==> src/rtl/sci_regs.sv <==
module sci_regs #(
  parameter int AW = 6,
  parameter int DW = 8,
  parameter int CW = 5
) (
  input  logic          clk,
  input  logic          rst_n,
  input  logic          bus_en,
  input  logic          bus_we,
  input  logic [AW-1:0] bus_addr,
  input  logic [DW-1:0] bus_wdata,
  output logic [DW-1:0] bus_rdata,
  output logic          tx_valid,
  output logic [DW-1:0] tx_byte,
  input  logic          brk_pulse,
  input  logic          rx_trig_hit,
  input  logic          rx_timeout,
  input  logic [CW-1:0] rx_count,
  input  logic [DW-1:0] rx_data,
  output logic          rx_pop,
  output logic          fifo_clear,
  output logic [CW-1:0] rx_level,
  output logic          irq_rx,
  output logic          irq_tx
);
  localparam logic [AW-1:0] A_MODE = AW'(8'h00);
  localparam logic [AW-1:0] A_BAUD = AW'(8'h04);
  localparam logic [AW-1:0] A_CTRL = AW'(8'h08);
  localparam logic [AW-1:0] A_TXD  = AW'(8'h0C);
  localparam logic [AW-1:0] A_STAT = AW'(8'h10);
  localparam logic [AW-1:0] A_RXD  = AW'(8'h14);
  localparam logic [AW-1:0] A_FCTL = AW'(8'h18);
  localparam logic [AW-1:0] A_RCNT = AW'(8'h1C);
  localparam logic [AW-1:0] A_PORT = AW'(8'h20);
  localparam logic [DW-1:0] M_MODE = DW'(8'h7B);
  localparam logic [DW-1:0] M_CTRL = DW'(8'hFA);
  localparam logic [DW-1:0] M_PORT = DW'(8'hF3);

  logic [DW-1:0] mode_q, baud_q, ctrl_q, fctl_q, port_q;
  logic st_tend, st_tde, st_brk, st_rdf, st_dr;

  logic wr, rd;
  assign wr = bus_en & bus_we;
  assign rd = bus_en & ~bus_we;

  logic wr_ctrl, wr_txd, wr_stat, wr_fctl, rd_stat;
  assign wr_ctrl = wr && bus_addr == A_CTRL;
  assign wr_txd  = wr && bus_addr == A_TXD;
  assign wr_stat = wr && bus_addr == A_STAT;
  assign wr_fctl = wr && bus_addr == A_FCTL;
  assign rd_stat = rd && bus_addr == A_STAT;

  assign rx_pop = rd && bus_addr == A_RXD && rx_count != '0;

  always_comb begin
    unique case (fctl_q[7:6])
      2'd0: rx_level = CW'(1);
      2'd1: rx_level = CW'(4);
      2'd2: rx_level = CW'(8);
      default: rx_level = CW'(14);
    endcase
  end

  logic pop_below;
  assign pop_below = rx_pop && ((rx_count - CW'(1)) < rx_level);

  logic tx_rearm;
  assign tx_rearm = rd_stat & ctrl_q[5];

  logic [DW-1:0] stat_view;
  assign stat_view = DW'({1'b0, st_tend, st_tde, st_brk, 2'b00, st_rdf, st_dr});

  always_comb begin
    bus_rdata = '0;
    if (rd) begin
      unique case (bus_addr)
        A_MODE: bus_rdata = mode_q;
        A_BAUD: bus_rdata = baud_q;
        A_CTRL: bus_rdata = ctrl_q;
        A_STAT: bus_rdata = stat_view;
        A_RXD:  bus_rdata = (rx_count != '0) ? rx_data : '0;
        A_FCTL: bus_rdata = fctl_q;
        A_RCNT: bus_rdata = DW'(rx_count);
        A_PORT: bus_rdata = port_q;
        default: bus_rdata = '0;
      endcase
    end
  end

  always_ff @(posedge clk) begin
    if (!rst_n) begin
      mode_q <= '0;
      baud_q <= '1;
      ctrl_q <= DW'(8'h20);
      fctl_q <= '0;
      port_q <= '0;
    end else if (wr) begin
      unique case (bus_addr)
        A_MODE: mode_q <= bus_wdata & M_MODE;
        A_BAUD: baud_q <= bus_wdata;
        A_CTRL: ctrl_q <= bus_wdata & M_CTRL;
        A_FCTL: fctl_q <= bus_wdata;
        A_PORT: port_q <= bus_wdata & M_PORT;
        default: ;
      endcase
    end
  end

  always_ff @(posedge clk) begin
    if (!rst_n) begin
      tx_valid <= 1'b0;
      tx_byte  <= '0;
    end else begin
      tx_valid <= wr_txd;
      if (wr_txd) tx_byte <= bus_wdata;
    end
  end

  always_ff @(posedge clk) begin
    if (!rst_n) begin
      st_tend <= 1'b1;
      st_tde  <= 1'b1;
    end else if (tx_rearm) begin
      st_tend <= 1'b1;
      st_tde  <= 1'b1;
    end else begin
      if (wr_ctrl && !bus_wdata[5])      st_tend <= 1'b1;
      else if (wr_stat && !bus_wdata[6]) st_tend <= 1'b0;
      if (wr_txd || (wr_stat && !bus_wdata[5])) st_tde <= 1'b0;
    end
  end

  always_ff @(posedge clk) begin
    if (!rst_n) begin
      st_brk <= 1'b0;
      st_rdf <= 1'b0;
      st_dr  <= 1'b0;
    end else begin
      if (brk_pulse)                     st_brk <= 1'b1;
      else if (wr_stat && !bus_wdata[4]) st_brk <= 1'b0;
      if (rx_trig_hit) st_rdf <= 1'b1;
      else if ((wr_stat && !bus_wdata[1]) || (wr_fctl && bus_wdata[1]) || pop_below)
        st_rdf <= 1'b0;
      if (rx_timeout)                    st_dr <= 1'b1;
      else if (wr_stat && !bus_wdata[0]) st_dr <= 1'b0;
    end
  end

  always_ff @(posedge clk) begin
    if (!rst_n) begin
      irq_rx     <= 1'b0;
      fifo_clear <= 1'b0;
    end else begin
      fifo_clear <= wr_fctl & bus_wdata[1];
      if ((rx_trig_hit || rx_timeout) && ctrl_q[6]) irq_rx <= 1'b1;
      else if ((wr_ctrl && !bus_wdata[6]) || (wr_stat && (!bus_wdata[1] || !bus_wdata[0])))
        irq_rx <= 1'b0;
    end
  end

  assign irq_tx = ctrl_q[7];
endmodule

==> config.mk <==
export PLATFORM = sky130hd
export DESIGN_NAME = sci_regs
export DESIGN_NICKNAME = d
export VERILOG_FILES = /design/src/rtl/sci_regs.sv
export SDC_FILE = /design/constraint.sdc
export NUM_CORES = 1
export LEC_CHECK = 0
export ABC_AREA = 0
export BUFFER_PORTS_ARGS = -buffer_cell sky130_fd_sc_hd__clkbuf_2
export CORE_ASPECT_RATIO = 0.6
export CORE_UTILIZATION = 36
export DETAILED_ROUTE_END_ITERATION = 6
export SLEW_MARGIN = 20
export SYNTH_ARGS = -nofsm -noshare
export SYNTH_HDL_FRONTEND = slang
export SYNTH_SLANG_ARGS = --single-unit
==> constraint.sdc <==
create_clock -name clk -period 3.97 [get_ports clk]
set_input_delay 0.794 -clock clk [delete_from_list [all_inputs] [get_ports clk]]
set_output_delay 0.794 -clock clk [all_outputs]
set_load 0.02 [all_outputs]
* Word level (Yosys, flattened, before mapping)
Cells that the tools add are included.
** Storage, ports and cells
- Register bits after elaboration :: 50
- Input bits :: 34
- Output and inout port bits :: 26
- Logic and storage cells :: 87
** Cells by class
- Add/sub/neg operators :: 1
- $lt $le $gt $ge :: 1
- Eq/ne operators :: 10
- Muxes and demuxes :: 12
- Bitwise operators :: 6
- Reduce and logical (&&, ||, !) cells :: 43
** Operators with widths (number)
- $pmux W8 S8 :: 1
- $eq A6 B5 Y1 const B :: 4
- $logic_and A1 B1 Y1 :: 18
- $mux W8 :: 2
- $eq A6 B4 Y1 const B :: 2
- $pmux W4 S3 :: 1
- $reduce_and A2 Y1 :: 5
- $mux W1 :: 8
- $reduce_bool A2 Y1 :: 4
- $eq A6 B3 Y1 const B :: 1
- $eq A6 B6 Y1 const B :: 1
- $logic_not A6 Y1 :: 1
- $logic_or A1 B1 Y1 :: 6
- $logic_not A1 Y1 :: 5
- $lt A5 B5 Y1 :: 1
- $reduce_bool A5 Y1 :: 1
- $sub A5 B1 Y5 const B :: 1
- $and A1 B1 Y1 :: 4
- $reduce_or A3 Y1 :: 1
- $eq A2 B1 Y1 const B :: 1
- $eq A2 B2 Y1 const B :: 1
- $logic_not A2 Y1 :: 1
- $not A1 Y1 :: 2
- $reduce_or A2 Y1 :: 1

* Longest topological paths before layout
- Word-level depth :: 8
- Gate-level depth with buffers :: 8
- Gate-level depth less buffers :: 8

* Worst setup path after synthesis
No wires, ideal clock.
- Path type :: input to output
- Start :: in bus_addr[1]
- End :: out bus_rdata[1]
- Arrival :: 2295 ps
- Data required time :: 3176 ps
- Slack :: 881 ps
- Stages :: 5
- Buffers on the path :: 1
- Cells stage by stage :: or4_1 buf_2 nor2_1 a222oi_1 a31oi_1
** On the way
- Cells in the longest elaborated chain, start to end :: 3
- Elaborated cells between the ends (all ways) :: 10
- Classes of those cells :: eq/ne: 7; mux: 2; reduce/logical: 1
** RTL lines
- from (decl) :: RTL line 10 : input logic [AW-1:0] bus_addr,
- $eq A6 B6 Y1, or another cell as far along :: RTL line 76 : unique case (bus_addr)
- $pmux W8 S8 * :: RTL line 76
- $mux W8 * :: RTL line 75 : if (rd) begin
- to (decl) :: RTL line 12 : output logic [DW-1:0] bus_rdata,
Mark *: on every way between the ends. The rest lies on a longest branch, timed or not.

* Final worst setup path
- Start :: in bus_addr[1]
- End :: out bus_rdata[4]
Same word-level chain as after synthesis.

==> out/results.ini <==
[run_status]
status = finished, final reports clean

[synth]
synthesis.area_um2 = 2410
synth_seq_area_share_pct = 41.5
synth_simple_gate_area_share_pct = 20.0
synthesized_area_fraction_occupied_by_ao_oa_aoi_and_oai_cells_pct = 14.1
post_synth_num_cell_types = 40
synth.top_cells.by_area = sky130_fd_sc_hd__dfxtp_1 41%, sky130_fd_sc_hd__mux2i_1 17%, sky130_fd_sc_hd__nor2_1 7.2%
post_synth_xor_area_fraction_pct = 0.726
synth_area_per_cell_um2 = 9.17
synth_top_area_share_pct = 41.5
yosys_register_bits = 50
synth_top_family_by_area = simple AND/OR/NAND/NOR gates
synth_top_area_cell = sky130_fd_sc_hd__dfxtp_1
yosysWarnings = 0
synth.mux.area_fraction_pct = 17.4
syn-instance-count = 263
syn_nets = 301
post_synth_fa_ha_maj_area_fraction_pct = 2.07

[drt]
drt-wirelength-per-cell_um = 18.1
first_pass_iters = 4
detailroute.via_count = 2188
viasPerCell = 5.38
postRouteAntennaNets = 0
finalWirelength_um = 7360
drc = 0
dr.first_iter.drc_count = 235

[clock_network]
clk_latency_ps = 310
cts_root_buf = sky130_fd_sc_hd__clkbuf_8
clockBufferDepth = 2
holdBufCountCts = 0
cts.reportedPaths.clkPinSlew_ps = 100
tritoncts = yes
cts_buffers = 5
htree_levels = 2
postCtsSetupBuffers = 0
ctsResizeCount = 0
cts_sinks = 50

[timing]
finalSetupViolations = 0
maxSlewViolCount = 0
fmax_mhz = 297
slew_headroom_pct = 50.8
report.final.hold_viol_count = 0
layout_min_cycle_time_ps = 3370
worstMarginPinSlew_ps = 738
setup-tns-final_ps = 0
rsz_0062_raised_after_global_routing = false
post-route-period-util_pct = 84.9
final_critical_path_setup_slack_ps = 599
fin_worst_skew_ps = 10.0

[grt]
global_route.overflow_total = 0
grt_first_pass_wirelength_um = 11100
antenna_found_initial = 0
gr-usage-all-layers_pct = 21.7
grt_start_max_net_pins = 38
via_count_of_the_first_global_routing_pass = 1993

[min_path]
hold_path_end = st_dr$_SDFFE_PN0P_
hold_class = reg2reg
hold_path_startpoint = st_dr$_SDFFE_PN0P_
timing.hold.worst_path_depth = 2

[final_layout]
most-common-layout-cells = 58 x sky130_fd_sc_hd__clkbuf_2, 50 x sky130_fd_sc_hd__dfxtp_1, 46 x sky130_fd_sc_hd__nor2_1, 42 x sky130_fd_sc_hd__mux2i_1, 15 x sky130_fd_sc_hd__nand2_1
nNetsFinal = 360
final_util_pct = 46.5
final_cell_area_um2 = 2920
drive_gt1_share_pct = 24.8
syn2layout_area_growth_pct = 21.0
leading_cell_type_in_the_layout_fill_and_taps_excluded = sky130_fd_sc_hd__clkbuf_2
num_antenna_cells = 0
nFillCells = 642
layout.cells.non_filler = 407
multi_input_area_um2 = 1310
ff_latch_area_um2 = 1000

[flow_run]
max-cap-violations = 0

[placed_design]
place.port_buffers = 58
pre_cts_slack_ps = 639
routability_cong = 0.841
detailed_place_hpwl_um = 5330
place.detailed.instances = 399
dpl-instance-area_um2 = 2810

[pwr]
p_switching_uw = 235
p_int_uw = 724
power.share.clock_pct = 38.3
power.switching_fraction_pct = 24.5
p_comb_share_pct = 8.9
p_seq_share_pct = 52.8
irDropWorstVdd_v = 0.000214
leakagePower_uw = 0.00128
pwr_density_cell_nw_per_um2 = 329

[critical_path]
r2r_cells = 8
critical_path_peak_fanout = 10
path_class = in2out
crit_path_end_kind = output port
rrSetupSlack_ps = 1570
timing.critical_path.required_ps = 3180
cp_data_arrival_time_ps = 2580
critical_path.reg2reg.endpoint = st_rdf$_SDFFE_PN0P_
worst_r2r_startpoint = fctl_q[6]$_SDFFE_PN0P_
timing.critical_path.from_type = primary input

[floorplan]
floorplan.initialDensity_pct = 38.4
io-pin-count = 60
placementRows = 22
fp.dieArea_um2 = 7040
die_y_um = 65.4
die_w_um = 108
floorplan.core_area_um2 = 6280

-- power groups by stage --
stage | Combinational [uW] | Clock [uW] | Sequential (uW)
2_1_floorplan | 43.5 | 0 | 518
3_3_place_gp | 83.0 | 0 | 518
3_5_place_dp | 84.0 | 0 | 518
4_1_cts | 84.4 | 371 | 506
5_1_grt | 92.9 | 398 | 507
6_report | 85.0 | 367 | 506
-- synth_stat cells (all sizes together) --
cell / count
a32o: 1
a222oi: 13
nor2: 46
clkbuf: 10
ha: 4
o21ai: 6
o211ai: 2
nand4bb: 1
a21o: 1
mux2i: 42
buf: 4
nand2: 15
o2111ai: 1
conb: 1
xor2: 2
nor4b: 2
a21oi: 7
or3: 1
inv: 10
or2: 1
a31oi: 6
or4b: 3
o22ai: 1
nor2b: 4
a22oi: 5
and2: 3
or4: 1
nor4: 1
dfxtp: 50
nor3: 7
nand3: 4
nand2b: 3
o21a: 3
and3: 2
-- through the flow --
step	power (uW)	hold slack [ps]
5_1_grt	998	507
6_report	959	483
3_5_place_dp	602	456
2_1_floorplan	561	440
4_1_cts	961	482
3_3_place_gp	601	458
-- routing by layer --
metal,routed length [um],vias to the layer above,global-route usage [%]
li1,-,1068,-
met1,3880,1018,33.7
met2,2880,95,29.5
met3,539,7,3.97
met4,61,0,6.34
met5,0,-,0
-- sequential cells by signal (all words and copies together) (netlist names), 6 cells and up --
signal   cells
ctrl_q       6
tx_byte      8
port_q       6
fctl_q       8
mode_q       6
baud_q       8
-- worst max path at each step --
stage | startpoint | end | slack, ps
finish | bus_addr[1] | bus_rdata[4] | 600
global route | bus_addr[1] | bus_rdata[4] | 550
CTS | bus_addr[1] | bus_rdata[5] | 630
detailed placement | bus_addr[1] | bus_rdata[3] | 640
global placement | bus_addr[1] | bus_rdata[3] | 650
floorplan | bus_addr[1] | bus_rdata[1] | 880
-- layout make-up --
| class | instances | area share [%] |
|---|---|---|
| Clock inverter | 2 | 1.29 |
| Inverter | 10 | 1.29 |
| Clock buffer | 6 | 2.49 |
| Timing Repair Buffer | 66 | 12.0 |
| Sequential cell | 50 | 34.3 |
| Tap cell | 84 | 3.60 |
| Multi-Input combinational cell | 189 | 45.0 |
-- worst max-delay path, stage by stage --
cell,delay (ps)
sky130_fd_sc_hd__clkbuf_2,120
sky130_fd_sc_hd__or4b_4,590
sky130_fd_sc_hd__nor3_4,450
sky130_fd_sc_hd__a22oi_1,180
sky130_fd_sc_hd__a31oi_1,230
sky130_fd_sc_hd__clkbuf_2,210
-- cells by family (layout without fill, tap and decap cells) --
logic type               Yosys count  count (layout)
XOR/XNOR                           2               2
AO/OA/AOI/OAI                     46              46
flip-flops                        50              50
adder cells (fa/ha/maj)            4               4
multiplexers                      42              42
buffers and inverters             24              84
AND/OR/NAND/NOR                   94              94
other                              1               1
(Power assumes the default switching activity.)
